### src/rtl/tdisp_pkg.sv
package tdisp_pkg;

    localparam int MODE_W = 2;

    // Mode code selecting alternating routing; every other code is simultaneous.
    localparam logic [MODE_W-1:0] MODE_ALT_CODE = MODE_W'(1);

    typedef enum logic [1:0] {
        ROUTE_PRI  = 2'd0,
        ROUTE_BOTH = 2'd1,
        ROUTE_ALT  = 2'd2
    } route_e;

    typedef struct packed {
        logic              ptr;
        logic              pri;
        logic              sec;
        logic              err;
        logic [MODE_W-1:0] mode;
        logic              pair;
    } seq_state_t;

endpackage

### src/rtl/tdisp_edge.sv
module tdisp_edge (
    input  logic clk,
    input  logic rst_n,
    input  logic trig_a,
    input  logic trig_b,
    output logic pulse
);

    logic any_req;
    logic prev_d;
    logic prev_q;

    always_comb begin
        any_req = trig_a | trig_b;
        pulse   = any_req & ~prev_q;
        prev_d  = any_req;
    end

    always_ff @(posedge clk or negedge rst_n) begin
        if (!rst_n) prev_q <= 1'b0;
        else        prev_q <= prev_d;
    end

    assert_single_edge_R2: assert property (@(posedge clk) disable iff (!rst_n)
        pulse |=> !pulse);

endmodule

### src/rtl/tdisp_route.sv
module tdisp_route
    import tdisp_pkg::*;
#(
    parameter int                MODE_W   = tdisp_pkg::MODE_W,
    parameter logic [MODE_W-1:0] ALT_CODE = MODE_W'(1)
) (
    input  logic              pair_en,
    input  logic [MODE_W-1:0] mode,
    input  logic              free_run,
    output route_e            route,
    output logic              cfg_bad
);

    always_comb begin
        route   = ROUTE_PRI;
        cfg_bad = 1'b0;
        if (pair_en) begin
            if (mode == ALT_CODE) begin
                if (free_run) begin
                    route   = ROUTE_BOTH;
                    cfg_bad = 1'b1;
                end else begin
                    route   = ROUTE_ALT;
                end
            end else begin
                route = ROUTE_BOTH;
            end
        end
    end

    always_comb begin
        assert_unpaired_clean_R10: assert (pair_en || (!cfg_bad && route == ROUTE_PRI));
    end

endmodule

### src/rtl/tdisp_seq.sv
module tdisp_seq
    import tdisp_pkg::*;
#(
    parameter int MODE_W = tdisp_pkg::MODE_W
) (
    input  logic              clk,
    input  logic              rst_n,
    input  logic              pulse,
    input  route_e            route,
    input  logic              cfg_bad,
    input  logic [MODE_W-1:0] mode,
    input  logic              pair_en,
    output logic              start_pri,
    output logic              start_sec,
    output logic              cfg_err
);

    seq_state_t st_d;
    seq_state_t st_q;
    logic       cfg_chg;
    logic       ptr_eff;

    always_comb begin
        st_d      = st_q;
        cfg_chg   = (mode != st_q.mode) || (pair_en != st_q.pair);
        ptr_eff   = cfg_chg ? 1'b0 : st_q.ptr;
        st_d.mode = mode;
        st_d.pair = pair_en;
        st_d.ptr  = ptr_eff;
        st_d.pri  = 1'b0;
        st_d.sec  = 1'b0;
        st_d.err  = st_q.err | cfg_bad;
        if (pulse) begin
            case (route)
                ROUTE_BOTH: begin
                    st_d.pri = 1'b1;
                    st_d.sec = 1'b1;
                end
                ROUTE_ALT: begin
                    st_d.pri = ~ptr_eff;
                    st_d.sec = ptr_eff;
                    st_d.ptr = ~ptr_eff;
                end
                default: st_d.pri = 1'b1;
            endcase
        end
    end

    always_ff @(posedge clk or negedge rst_n) begin
        if (!rst_n) st_q <= '0;
        else        st_q <= st_d;
    end

    assign start_pri = st_q.pri;
    assign start_sec = st_q.sec;
    assign cfg_err   = st_q.err;

    assert_pulse_len_R3: assert property (@(posedge clk) disable iff (!rst_n)
        (start_pri || start_sec) |=> (!start_pri && !start_sec));

    assert_pri_only_R4: assert property (@(posedge clk) disable iff (!rst_n)
        (pulse && route == ROUTE_PRI) |=> (start_pri && !start_sec));

    assert_alt_excl_R7: assert property (@(posedge clk) disable iff (!rst_n)
        (pulse && route == ROUTE_ALT) |=> (start_pri ^ start_sec));

    assert_sticky_err_R9: assert property (@(posedge clk) disable iff (!rst_n)
        cfg_err |=> cfg_err);

    assert_caused_R2: assert property (@(posedge clk) disable iff (!rst_n)
        (start_pri || start_sec) |-> $past(pulse));

endmodule

### src/rtl/dual_trig_dispatch.sv
module dual_trig_dispatch
    import tdisp_pkg::*;
#(
    parameter int                MODE_W   = tdisp_pkg::MODE_W,
    parameter logic [MODE_W-1:0] ALT_CODE = MODE_W'(1)
) (
    input  logic              clk,
    input  logic              rst_n,
    input  logic              start_evt,
    input  logic              sw_trig,
    input  logic [MODE_W-1:0] mode,
    input  logic              pair_en,
    input  logic              free_run,
    output logic              start_pri,
    output logic              start_sec,
    output logic              cfg_err
);

    logic   req_pulse;
    route_e route;
    logic   cfg_bad;

    tdisp_edge u_edge (
        .clk    (clk),
        .rst_n  (rst_n),
        .trig_a (start_evt),
        .trig_b (sw_trig),
        .pulse  (req_pulse)
    );

    tdisp_route #(
        .MODE_W   (MODE_W),
        .ALT_CODE (ALT_CODE)
    ) u_route (
        .pair_en  (pair_en),
        .mode     (mode),
        .free_run (free_run),
        .route    (route),
        .cfg_bad  (cfg_bad)
    );

    tdisp_seq #(
        .MODE_W (MODE_W)
    ) u_seq (
        .clk       (clk),
        .rst_n     (rst_n),
        .pulse     (req_pulse),
        .route     (route),
        .cfg_bad   (cfg_bad),
        .mode      (mode),
        .pair_en   (pair_en),
        .start_pri (start_pri),
        .start_sec (start_sec),
        .cfg_err   (cfg_err)
    );

    assert_unpaired_sec_R4: assert property (@(posedge clk) disable iff (!rst_n)
        start_sec |-> $past(pair_en));

endmodule

### config.mk
export PLATFORM = sky130hd
export DESIGN_NAME = dual_trig_dispatch
export DESIGN_NICKNAME = d
export VERILOG_FILES = /design/src/rtl/tdisp_pkg.sv /design/src/rtl/tdisp_edge.sv /design/src/rtl/tdisp_route.sv /design/src/rtl/tdisp_seq.sv /design/src/rtl/dual_trig_dispatch.sv
export SDC_FILE = /design/constraint.sdc
export NUM_CORES = 1
export LEC_CHECK = 0
export BUFFER_PORTS_ARGS = -buffer_cell sky130_fd_sc_hd__clkbuf_2
export CAP_MARGIN = 20
export CORE_AREA = 2 2 39 41
export CTS_CLUSTER_SIZE = 28
export DETAILED_ROUTE_END_ITERATION = 6
export DIE_AREA = 0 0 41 43
export PLACE_DENSITY = 0.5
export SLEW_MARGIN = 20
export SYNTH_ARGS = -nofsm -noshare
export SYNTH_HDL_FRONTEND = slang
export SYNTH_SLANG_ARGS = --single-unit
### constraint.sdc
create_clock -name clk -period 2.98 [get_ports clk]
set_input_delay 0.298 -clock clk [delete_from_list [all_inputs] [get_ports clk]]
set_output_delay 0.298 -clock clk [all_outputs]
set_load 0.1 [all_outputs]
==> flow_metrics.tcl <==
set metrics [dict create \
    antenna_found_initial 0 \
    drc 0 \
    synth_cells 32 \
    rrSetupSlack_ns 1.50 \
    cp_max_fo 2 \
    register_area_um2 200 \
    area.growth.synth_to_final_pct 27.8 \
    r2r_start "u_seq.st_q[0]" \
    hold_depth 1 \
    clkTransAtPathRegs_ns 0.05 \
    power_uw 233 \
    clk_path_buf_depth 2 \
    synthArstFlopShare_pct 100 \
    drive_gt1_share_pct 34.8 \
    cts_tree "done" \
    ir_drop_mv 0.257 \
    die_x_um 41 \
    synth_cell_types 15 \
    post_cts_resized 0 \
    nFillCells 143 \
    multi_input_area_um2 154 \
    crit_chain "xor2_1 -> nor2_1 -> and3_2 -> ha_1 -> inv_1 -> nor2_1 -> a41o_1" \
    grt_max_degree 9 \
    cp_top_family "simple AND/OR/NAND/NOR gates" \
    ctsHtreeMaxLevel 1 \
    drt-total-wl_um 595 \
    syn_area_per_cell_um2 11.5 \
    worstPathRequired_ns 3.11 \
    maxCapViolations 0 \
    fmax_mhz 676 \
    rsz0062_at_grt "no" \
    finalCritPeriodShare_pct 49.6 \
    cts_sinks 8 \
    wl_per_cell_um 9.60 \
    grt_pass1_vias 243 \
    synth_area_leader_cell "dfrtp_1" \
    ys_warn_count 0 \
    start_kind "flip-flop" \
    syn-cell-area_um2 369 \
    grt_usage_pct 9.59 \
    slew_viol_final 0 \
    cts_buffers 3 \
    root_buffer "clkbuf_4" \
    syn_nets 43 \
    io_buffers 10 \
    setup_slack_ns 1.50 \
    clock_skew_ns 0.00442 \
    initial_utilization_pct 26.7 \
    cts_setup_buffers 0 \
    core_um2 1380 \
    path_buf_inv 1 \
    die_h_um 43 \
    synthTopCellsByCount "8 x dfrtp_1, 4 x inv_1, 4 x nor2_1" \
    first_pass_iters 2 \
    p_leak_uw 0.000252 \
    diodes 0 \
    finalInstanceArea_um2 472 \
    min_to "u_seq.st_q[0]" \
    cp_slowest_cell "dfrtp_1" \
    powerDensity_nw_per_um2 495 \
    grt_pass1_wl_um 1010 \
    ys_ff_latch 8 \
    row_count 14 \
    overflow 0 \
    outcome "finished, final reports clean" \
    slew_headroom_pct 64.3 \
    setup_violations 0 \
    synth.area.top_cells "dfrtp_1 54%, ha_1 10%, xor2_1 4.7%" \
    yosysMostFrequentCell "dfrtp_1" \
    pre_cts_slack_ns 1.39 \
    io_pins 11 \
    layout.nets 59 \
    gp_congestion 0.584 \
    placed_area_um2 439 \
    worstHoldPathType "in2reg" \
    finalHoldViolations 0 \
    synth_top_area_share_pct 54.2 \
    worstReg2RegEnd "u_seq.st_q[6]" \
    insertion_delay_ns 0.25 \
    ant_nets 0 \
    min_from "pair_en" \
    crit_path_frequent_cell "nor2_1" \
    slowest_delay_ns 0.37 \
    dp_cells 58 \
    r2r_cells 7 \
    synth_flop_cell "dfrtp_1" \
    hpwlAfterDp_um 471 \
    end_kind "flip-flop" \
    dr_total_vias 246 \
    worst_slew_pin_slew_ns 0.537 \
    fin_crit_ns 1.48 \
    setup_tns_ns 0 \
    synth_enable_flop_cells 0 \
    synth_seq_area_share_pct 54.2 \
    dieArea_um2 1760 \
    worst_ep_arrival_time_ns 1.61 \
    critPathKind "reg2reg" \
    final-instance-count-excl-fill 62 \
    first_iter_violations 3 \
    cts_hold_buf 1 \
    viasPerCell 3.97 \
]
## where the power goes
part           total, uW  switching [uW]  leakage, uW  internal, uW
combinational       37.5            25.4     0.000143          12.0
clock               81.0            35.0    0.0000138          46.0
sequential           115            1.53    0.0000952           113
## worst max path at each step
stage               slack [ns]           from             to  cells past startpoint
floorplan                 1.60        mode[1]  u_seq.st_q[6]                      8
global placement          1.40        mode[1]  u_seq.st_q[6]                      9
detailed placement        1.39        mode[1]  u_seq.st_q[6]                      9
CTS                       1.48  u_seq.st_q[0]  u_seq.st_q[6]                      7
global route              1.38  u_seq.st_q[0]  u_seq.st_q[6]                      7
finish                    1.50  u_seq.st_q[0]  u_seq.st_q[6]                      7
## per-layer routing
metal,up-vias,share of wire [%],track usage (%)
li1,132,-,-
met1,105,50,10.1
met2,9,42,12.5
met3,0,8.1,9.42
met4,0,0,4.00
met5,-,0,0
## cells by family (layout without fill, tap and decap cells)
| group | count (synthesis) | count (layout) | synth area share, % |
|---|---|---|---|
| simple gates | 10 | 10 | 14.6 |
| flops | 8 | 8 | 54.2 |
| compound gates | 4 | 4 | 9.83 |
| buf+inv | 4 | 18 | 4.07 |
| fa+ha+maj | 3 | 3 | 10.2 |
| xor+xnor | 3 | 3 | 7.12 |
## layout by cell type, fill, tap and decap left out, drive strengths merged
cell type,instances
o21bai,2
inv,4
clkbuf,13
ha,3
o21a,1
xnor2,1
or2,1
nand2b,2
and3,1
dlygate4sd3,1
dfrtp,8
xor2,2
nor3,1
nand3b,1
a41o,1
nor2,4
## flip-flops by register name, summed over array words and instances, names as in the netlist
| register | cells |
|---|---|
| u_edge.prev_q | 1 |
| u_seq.start_pri | 1 |
| u_seq.cfg_err | 1 |
| u_seq.st_q | 4 |
| u_seq.start_sec | 1 |
## stage by stage
step | utilization (%) | hold slack [ns]
2_1_floorplan | - | 0.00241
3_3_place_gp | 31.7 | 0.163
3_5_place_dp | 31.7 | 0.165
4_1_cts | 34.1 | 0.194
5_1_grt | 34.1 | 0.191
6_report | 34.1 | 0.205
## cell type report
class                      instances  share of cell area (%)
tap                               16                    4.24
inverter                           4                    3.18
timing repair buffer              11                    12.7
sequential                         8                    42.4
multi-input combinational         20                    32.6
clock buffer                       3                    4.77
Power figures use the tool's default switching activity.
